[config.mk]
export PLATFORM = sky130hd
export DESIGN_NAME = cmos_port_router
export DESIGN_NICKNAME = d
export VERILOG_FILES = /design/src/rtl/cmos_pkg.sv /design/src/rtl/cmos_sel_reg.sv /design/src/rtl/cmos_ram.sv /design/src/rtl/cmos_rdata_reg.sv /design/src/rtl/cmos_port_router.sv
export SDC_FILE = /design/constraint.sdc
export NUM_CORES = 2
export LEC_CHECK = 0
export BUFFER_PORTS_ARGS = -buffer_cell sky130_fd_sc_hd__buf_4
export CAP_MARGIN = 15
export CORE_AREA = 2 2 398 400
export CTS_CLUSTER_SIZE = 12
export DETAILED_ROUTE_END_ITERATION = 8
export DIE_AREA = 0 0 400 402
export PLACE_DENSITY = 0.76
export SLEW_MARGIN = 5
export SYNTH_ARGS = -nofsm -noshare
export SYNTH_HDL_FRONTEND = slang
export SYNTH_SLANG_ARGS = --single-unit
[constraint.sdc]
create_clock -name clk_i -period 3.1 [get_ports clk_i]
set_clock_uncertainty 0.1 [all_clocks]
set_input_delay 0.31 -clock clk_i [delete_from_list [all_inputs] [get_ports clk_i]]
set_output_delay 0.31 -clock clk_i [all_outputs]
set_load 0.1 [all_outputs]
[src/rtl/cmos_pkg.sv]
package cmos_pkg;
  typedef enum logic {
    PORT_INDEX = 1'b0,
    PORT_DATA  = 1'b1
  } port_sel_e;

  typedef enum logic [1:0] {
    SRC_SEL = 2'd0,
    SRC_RTC = 2'd1,
    SRC_RAM = 2'd2
  } rd_src_e;
endpackage

[src/rtl/cmos_sel_reg.sv]
module cmos_sel_reg #(
  parameter int unsigned DW = 8
) (
  input  logic          clk_i,
  input  logic          rst_ni,
  input  logic          wr_en_i,
  input  logic [DW-1:0] wdata_i,
  output logic [DW-1:0] sel_o
);
  always_ff @(posedge clk_i or negedge rst_ni) begin
    if (!rst_ni)      sel_o <= '0;
    else if (wr_en_i) sel_o <= wdata_i;
  end


  sel_load_chk: assert property (@(posedge clk_i) disable iff (!rst_ni)
    wr_en_i |=> sel_o == $past(wdata_i));

  sel_hold_chk: assert property (@(posedge clk_i) disable iff (!rst_ni)
    !wr_en_i |=> $stable(sel_o));
endmodule

[src/rtl/cmos_ram.sv]
module cmos_ram #(
  parameter int unsigned DW          = 8,
  parameter int unsigned DEPTH       = 256,
  parameter bit          CENTURY_EN  = 1'b1,
  parameter int unsigned CENTURY_IDX = 72,
  parameter int unsigned CENTURY_VAL = 20,
  localparam int unsigned AW = $clog2(DEPTH)
) (
  input  logic          clk_i,
  input  logic          rst_ni,
  input  logic          wr_en_i,
  input  logic [AW-1:0] addr_i,
  input  logic [DW-1:0] wdata_i,
  output logic [DW-1:0] rdata_o
);
  logic [DW-1:0] mem_q [DEPTH];

  for (genvar g = 0; g < DEPTH; g++) begin : g_cell
    localparam logic [DW-1:0] INIT =
      (CENTURY_EN && g == CENTURY_IDX) ? DW'(CENTURY_VAL) : '0;
    always_ff @(posedge clk_i or negedge rst_ni) begin
      if (!rst_ni)                                mem_q[g] <= INIT;
      else if (wr_en_i && addr_i == AW'(g))       mem_q[g] <= wdata_i;
    end
  end

  assign rdata_o = mem_q[addr_i];


  ram_store_chk: assert property (@(posedge clk_i) disable iff (!rst_ni)
    wr_en_i |=> mem_q[$past(addr_i)] == $past(wdata_i));
endmodule

[src/rtl/cmos_rdata_reg.sv]
module cmos_rdata_reg #(
  parameter int unsigned DW = 8
) (
  input  logic          clk_i,
  input  logic          rst_ni,
  input  logic          ld_i,
  input  logic [DW-1:0] d_i,
  output logic [DW-1:0] q_o
);
  always_ff @(posedge clk_i or negedge rst_ni) begin
    if (!rst_ni)   q_o <= '0;
    else if (ld_i) q_o <= d_i;
  end


  rdata_hold_chk: assert property (@(posedge clk_i) disable iff (!rst_ni)
    !ld_i |=> $stable(q_o));
endmodule

[src/rtl/cmos_port_router.sv]
module cmos_port_router
  import cmos_pkg::*;
#(
  parameter int unsigned DW          = 8,
  parameter int unsigned RAM_DEPTH   = 256,
  parameter int unsigned RTC_LAST    = 13,
  parameter bit          CENTURY_EN  = 1'b1,
  parameter int unsigned CENTURY_IDX = 72,
  parameter int unsigned CENTURY_VAL = 20
) (
  input  logic          clk_i,
  input  logic          rst_ni,
  input  logic          bus_addr_i,
  input  logic          bus_wr_i,
  input  logic          bus_rd_i,
  input  logic [DW-1:0] bus_wdata_i,
  output logic [DW-1:0] bus_rdata_o,
  output logic          rtc_stb_o,
  output logic          rtc_addr_o,
  output logic          rtc_we_o,
  output logic [DW-1:0] rtc_wdata_o,
  input  logic [DW-1:0] rtc_rdata_i
);
  localparam int unsigned AW = $clog2(RAM_DEPTH);
  localparam logic [DW-1:0] LAST = DW'(RTC_LAST);

  port_sel_e     port;
  logic          acc_wr, acc_rd;
  logic [DW-1:0] sel_q, ram_rdata, rd_mux;
  logic          sel_in_rtc, new_in_rtc;
  logic          sel_wr, ram_wr;
  rd_src_e       rd_src;

  assign port       = port_sel_e'(bus_addr_i);
  assign acc_wr     = bus_wr_i;
  assign acc_rd     = bus_rd_i & ~bus_wr_i;   // write wins
  assign sel_in_rtc = sel_q <= LAST;
  assign new_in_rtc = bus_wdata_i <= LAST;
  assign sel_wr     = acc_wr && port == PORT_INDEX;
  assign ram_wr     = acc_wr && port == PORT_DATA && !sel_in_rtc;

  cmos_sel_reg #(.DW(DW)) u_sel (
    .clk_i, .rst_ni, .wr_en_i(sel_wr), .wdata_i(bus_wdata_i), .sel_o(sel_q)
  );

  cmos_ram #(
    .DW(DW), .DEPTH(RAM_DEPTH), .CENTURY_EN(CENTURY_EN),
    .CENTURY_IDX(CENTURY_IDX), .CENTURY_VAL(CENTURY_VAL)
  ) u_ram (
    .clk_i, .rst_ni, .wr_en_i(ram_wr), .addr_i(sel_q[AW-1:0]),
    .wdata_i(bus_wdata_i), .rdata_o(ram_rdata)
  );

  // RTC master port
  always_comb begin
    rtc_stb_o   = 1'b0;
    rtc_addr_o  = 1'b0;
    rtc_we_o    = 1'b0;
    rtc_wdata_o = bus_wdata_i;
    if (sel_wr && new_in_rtc) begin
      rtc_stb_o = 1'b1;
      rtc_we_o  = 1'b1;
    end else if (port == PORT_DATA && sel_in_rtc && (acc_wr || acc_rd)) begin
      rtc_stb_o  = 1'b1;
      rtc_addr_o = 1'b1;
      rtc_we_o   = acc_wr;
    end
  end

  always_comb begin
    if (port == PORT_INDEX) rd_src = SRC_SEL;
    else if (sel_in_rtc)    rd_src = SRC_RTC;
    else                    rd_src = SRC_RAM;
    unique case (rd_src)
      SRC_SEL: rd_mux = sel_q;
      SRC_RTC: rd_mux = rtc_rdata_i;
      default: rd_mux = ram_rdata;
    endcase
  end

  cmos_rdata_reg #(.DW(DW)) u_rdata (
    .clk_i, .rst_ni, .ld_i(acc_rd), .d_i(rd_mux), .q_o(bus_rdata_o)
  );


  idx_mirror_chk: assert property (@(posedge clk_i) disable iff (!rst_ni)
    (bus_wr_i && !bus_addr_i && bus_wdata_i <= LAST) |->
      (rtc_stb_o && rtc_we_o && !rtc_addr_o && rtc_wdata_o == bus_wdata_i));

  idx_no_mirror_chk: assert property (@(posedge clk_i) disable iff (!rst_ni)
    (bus_wr_i && !bus_addr_i && bus_wdata_i > LAST) |-> !rtc_stb_o);

  ram_no_rtc_chk: assert property (@(posedge clk_i) disable iff (!rst_ni)
    (bus_addr_i && sel_q > LAST) |-> !rtc_stb_o);

  stb_needs_bus_chk: assert property (@(posedge clk_i) disable iff (!rst_ni)
    rtc_stb_o |-> (bus_wr_i || bus_rd_i));

  both_no_rtc_read_chk: assert property (@(posedge clk_i) disable iff (!rst_ni)
    (bus_wr_i && bus_rd_i) |-> !(rtc_stb_o && !rtc_we_o));

  idx_read_chk: assert property (@(posedge clk_i) disable iff (!rst_ni)
    (bus_rd_i && !bus_wr_i && !bus_addr_i) |=> bus_rdata_o == $past(sel_q));

  rtc_read_chk: assert property (@(posedge clk_i) disable iff (!rst_ni)
    (rtc_stb_o && !rtc_we_o) |=> bus_rdata_o == $past(rtc_rdata_i));
endmodule

==> impl_metrics.csv <==
group,metric,value,unit
run_status,status,"finished with violations",
run_status,failed_checks,"negative setup slack",
detailed_routing,drc_errors,0,
critical_path,worst_setup_path_end_kind,"flip-flop",
clock_tree,htreeDepth,4,
detailed_routing,num_vias,58300,
yosys,mappedNetlistArea,93500,um^2
die,initial_core_util,0.595,
yosys,synth_edf_count,0,
detailed_routing,drt_iter0_markers,5891,
sta,slew_viol_final,0,
placed_design,gp_congestion,0.898,
critical_path,reg2reg_from,"u_sel.sel_o[0]",
power,p_switching,16.7,mW
critical_path,crit_fanout,8,
finish,mostFrequentLayoutCells,"2056 x dfrtp_1, 1892 x mux2_2, 502 x buf_4, 369 x mux4_2, 293 x mux2i_1",
finish,fin_util,0.698,
critical_path,cp.arrival,3.78,ns
critical_path,crit_top_cell,"buf_12",
die,std_cell_rows,146,
power,internal_power,46.7,mW
die,ioPinCount,40,
finish,drive_gt1_frac,0.523,
critical_path,path_class,"flip-flop to flip-flop",
finish,fin_cells,8889,
critical_path,timing.critical_path.from,"u_sel.sel_o[0]",
sta,fin_crit_sh,1.02,
sta,rsz0062_at_grt,"yes",
die,die_height,402,um
clock_tree,root_buffer,"clkbuf_16",
power,comb_power_share,0.149,
flow_run,maxCapViolCount,0,
sta,period_needed,3.15,ns
power,pwr-share-clk,0.391,
yosys,synthCells,6251,
sta,setup_viol_count_final,4,
clock_tree,max-clock-path-buffers,3,
clock_tree,cts_tree,"built",
sta,tns,-0.114,ns
yosys,ys_ff_latch,2064,
sta,max_freq,317,MHz
detailed_routing,routed_wl,262,mm
critical_path,cp_top_family,"compound AO/OA/AOI/OAI gates",
power,power_frac_seq,0.460,
finish,nets,6675,
critical_path,crit_path_end,"u_rdata.q_o[2]",
power,power_leakage,53.3,nW
clock_tree,clkSinkCount,2064,
die,design.core.area,157000,um^2
placed_design,portBuffers,39,
placed_design,post-dp-hpwl,167,mm
finish,multi_input_comb_area,40000,um^2
yosys,yosys_warnings,0,
critical_path,start_kind,"flip-flop",
critical_path,worstReg2RegEnd,"u_rdata.q_o[2]",
critical_path,rrSetupSlack,-0.05,ns
critical_path,cp.depth,11,
sta,tightest_slew,1.22,ns
power,finalPower,63.4,mW
critical_path,cp.buffers_inverters,5,
die,die-width,400,um
detailed_routing,ant_nets,0,
yosys,ys.flop_type,"dfrtp_1",
die,die-area,161000,um^2
worst_hold_path,hp-class,"input port to flip-flop",
detailed_routing,wl_per_cell,29.5,um
global_routing,track_usage,0.328,
clock_tree,path_clk_slew,0.06,ns
critical_path,cp.required,3.73,ns
sta,hold_viol_final,0,
critical_path,cp_slowest_cell,"mux4_2",
detailed_routing,viasPerCell,6.55,
clock_tree,cts_buffers,209,
sta,setup_ws,-0.0524,ns
global_routing,grt_pass1_wl,394,mm
yosys,syn_avg_cell_area,15.0,um^2
critical_path,cp_slowest_stage_delay,0.51,ns
finish,nFillCells,10200,
finish,final_common_cell,"dfrtp_1",
sta,slew_headroom,0.184,
detailed_routing,drt_pass1_iterations,5,
power,ir_drop,0.000661,V
yosys,syn_nets,6272,
critical_path,rr_worst_depth,11,
power,p_sw_frac,0.264,
yosys,ys_seq_area_frac,0.552,
power,power_density,578,nW/um^2
clock_tree,insertion_delay,0.86,ns
global_routing,grt_pass1_vias,60700,
finish,register_area,51700,um^2
yosys,async_flop_share,1.00,
yosys,synth.distinct_cells,62,
critical_path,cp_cell_sequence,"buf_12, buf_12, buf_16, buf_12, mux4_2, a22oi_1, buf_4, nand4_1, o21ai_2, a31o_4, a41oi_2",
global_routing,antenna_found_initial,7,
placed_design,dp.cells,8429,
global_routing,grt_max_degree,172,
finish,syn_to_final_growth,17.3,%
global_routing,grt-ovfl-total,0,
-- flip-flops by register name, indices dropped and copies added, names as in the netlist --
register     count
u_ram.mem_q   2048
u_rdata.q_o      8
u_sel.sel_o      8
-- cell usage after synthesis, drive strengths merged (2+ instances only) --
| master | instances | area (um^2) |
|---|---|---|
| and3 | 4 | 25.0 |
| a221oi | 36 | 315 |
| o211ai | 8 | 60.1 |
| inv | 2 | 7.51 |
| o22ai | 13 | 81.3 |
| nand4 | 38 | 244 |
| mux2 | 1972 | 22200 |
| o2111ai | 8 | 70.1 |
| o21ai | 34 | 170 |
| o311ai | 6 | 52.6 |
| dfstp | 2 | 52.6 |
| nand2 | 229 | 905 |
| a221o | 2 | 20.0 |
| a22oi | 197 | 1480 |
| nor2b | 12 | 75.1 |
| nor3 | 21 | 135 |
| mux4 | 369 | 8310 |
| a41oi | 6 | 52.6 |
| nor4 | 4 | 46.3 |
| clkbuf | 374 | 1400 |
| a31oi | 8 | 50.1 |
| o22a | 2 | 17.5 |
| a21oi | 32 | 160 |
| o21bai | 6 | 45.0 |
| a22o | 9 | 78.8 |
| nand3 | 86 | 430 |
| a21boi | 6 | 45.0 |
| buf | 193 | 1130 |
| dfrtp | 2062 | 51600 |
| nand2b | 15 | 93.8 |
| and2 | 4 | 25.0 |
| a31o | 6 | 52.6 |
| a21o | 2 | 15.0 |
| mux2i | 294 | 2940 |
| nor2 | 173 | 957 |
-- how the worst min path moves through the flow --
stage          slack (ns)  cells past startpoint           start                end
2_1_floorplan       -0.09                      0          rst_ni     u_ram.mem_q[0]
3_3_place_gp         0.24                      1          rst_ni  u_ram.mem_q[1293]
3_5_place_dp         0.23                      1          rst_ni  u_ram.mem_q[1293]
4_1_cts              0.03                      3  bus_wdata_i[2]   u_ram.mem_q[586]
5_1_grt              0.04                      3  bus_wdata_i[2]   u_ram.mem_q[858]
6_report             0.03                      3  bus_wdata_i[2]  u_ram.mem_q[1882]
-- stage by stage --
| step | hold WS, ns | instance area [um^2] | worst slack (ns) |
|---|---|---|---|
| finish | 0.0314 | 110000 | -0.0524 |
| global placement | 0.237 | 101000 | -0.455 |
| CTS | 0.0252 | 109000 | 0.00280 |
| detailed placement | 0.232 | 101000 | -0.441 |
| global route | 0.0436 | 110000 | -0.0641 |
| floorplan | -0.0856 | 93500 | 0.00802 |
-- layer usage --
metal	vias up	global-route usage	part of all wire
met4	4	0.131	0.041
li1	23900	-	-
met3	539	0.0682	0.077
met2	2398	0.498	0.47
met5	-	0	0.000092
met1	31400	0.467	0.41
-- cell type report --
type	instances	area share
Clock inverter	35	0.00427
Tap cell	2072	0.0236
Clock buffer	332	0.0571
Sequential cell	2064	0.471
Inverter	3	0.000103
Timing Repair Buffer	758	0.0787
Multi-Input combinational cell	3618	0.365
Antenna cell	7	0.000160
-- worst min-delay path, stage by stage --
cell and delay [ns]:
clkbuf_8 0.13, buf_12 0.18, mux2_2 0.30
-- power by group through the flow --
stage	clock [mW]	combinational, mW	sequential [mW]
after floorplan	0	4.95	29.4
after global placement	0	8.35	29.5
after detailed placement	0	8.51	29.6
after CTS	25.1	9.13	29.1
after global routing	26.2	9.87	29.3
final	24.8	9.44	29.2
-- logic make-up (layout without fill, tap and decap cells) --
family / count (synthesis) / after routing / synth area share
AOI/OAI and AO/OA: 389 / 389 / 0.0304
other: 0 / 7 / 0
and+or+nand+nor: 593 / 594 / 0.0321
buffers and inverters: 570 / 1128 / 0.0272
muxes: 2635 / 2635 / 0.358
DFF: 2064 / 2064 / 0.552
-- timing repair --
action | in CTS | in global routing
pin swaps | 30 | 33
cloned | 14 | 4
setup buffers | 36 | 18
endpoints found under the hold margin | 1014 | 0
hold buffers | 18 | 0
gates resized for setup | 125 | 76
endpoints found under the setup margin | 46 | 167
No activity file was read; power rests on OpenSTA's default activity.
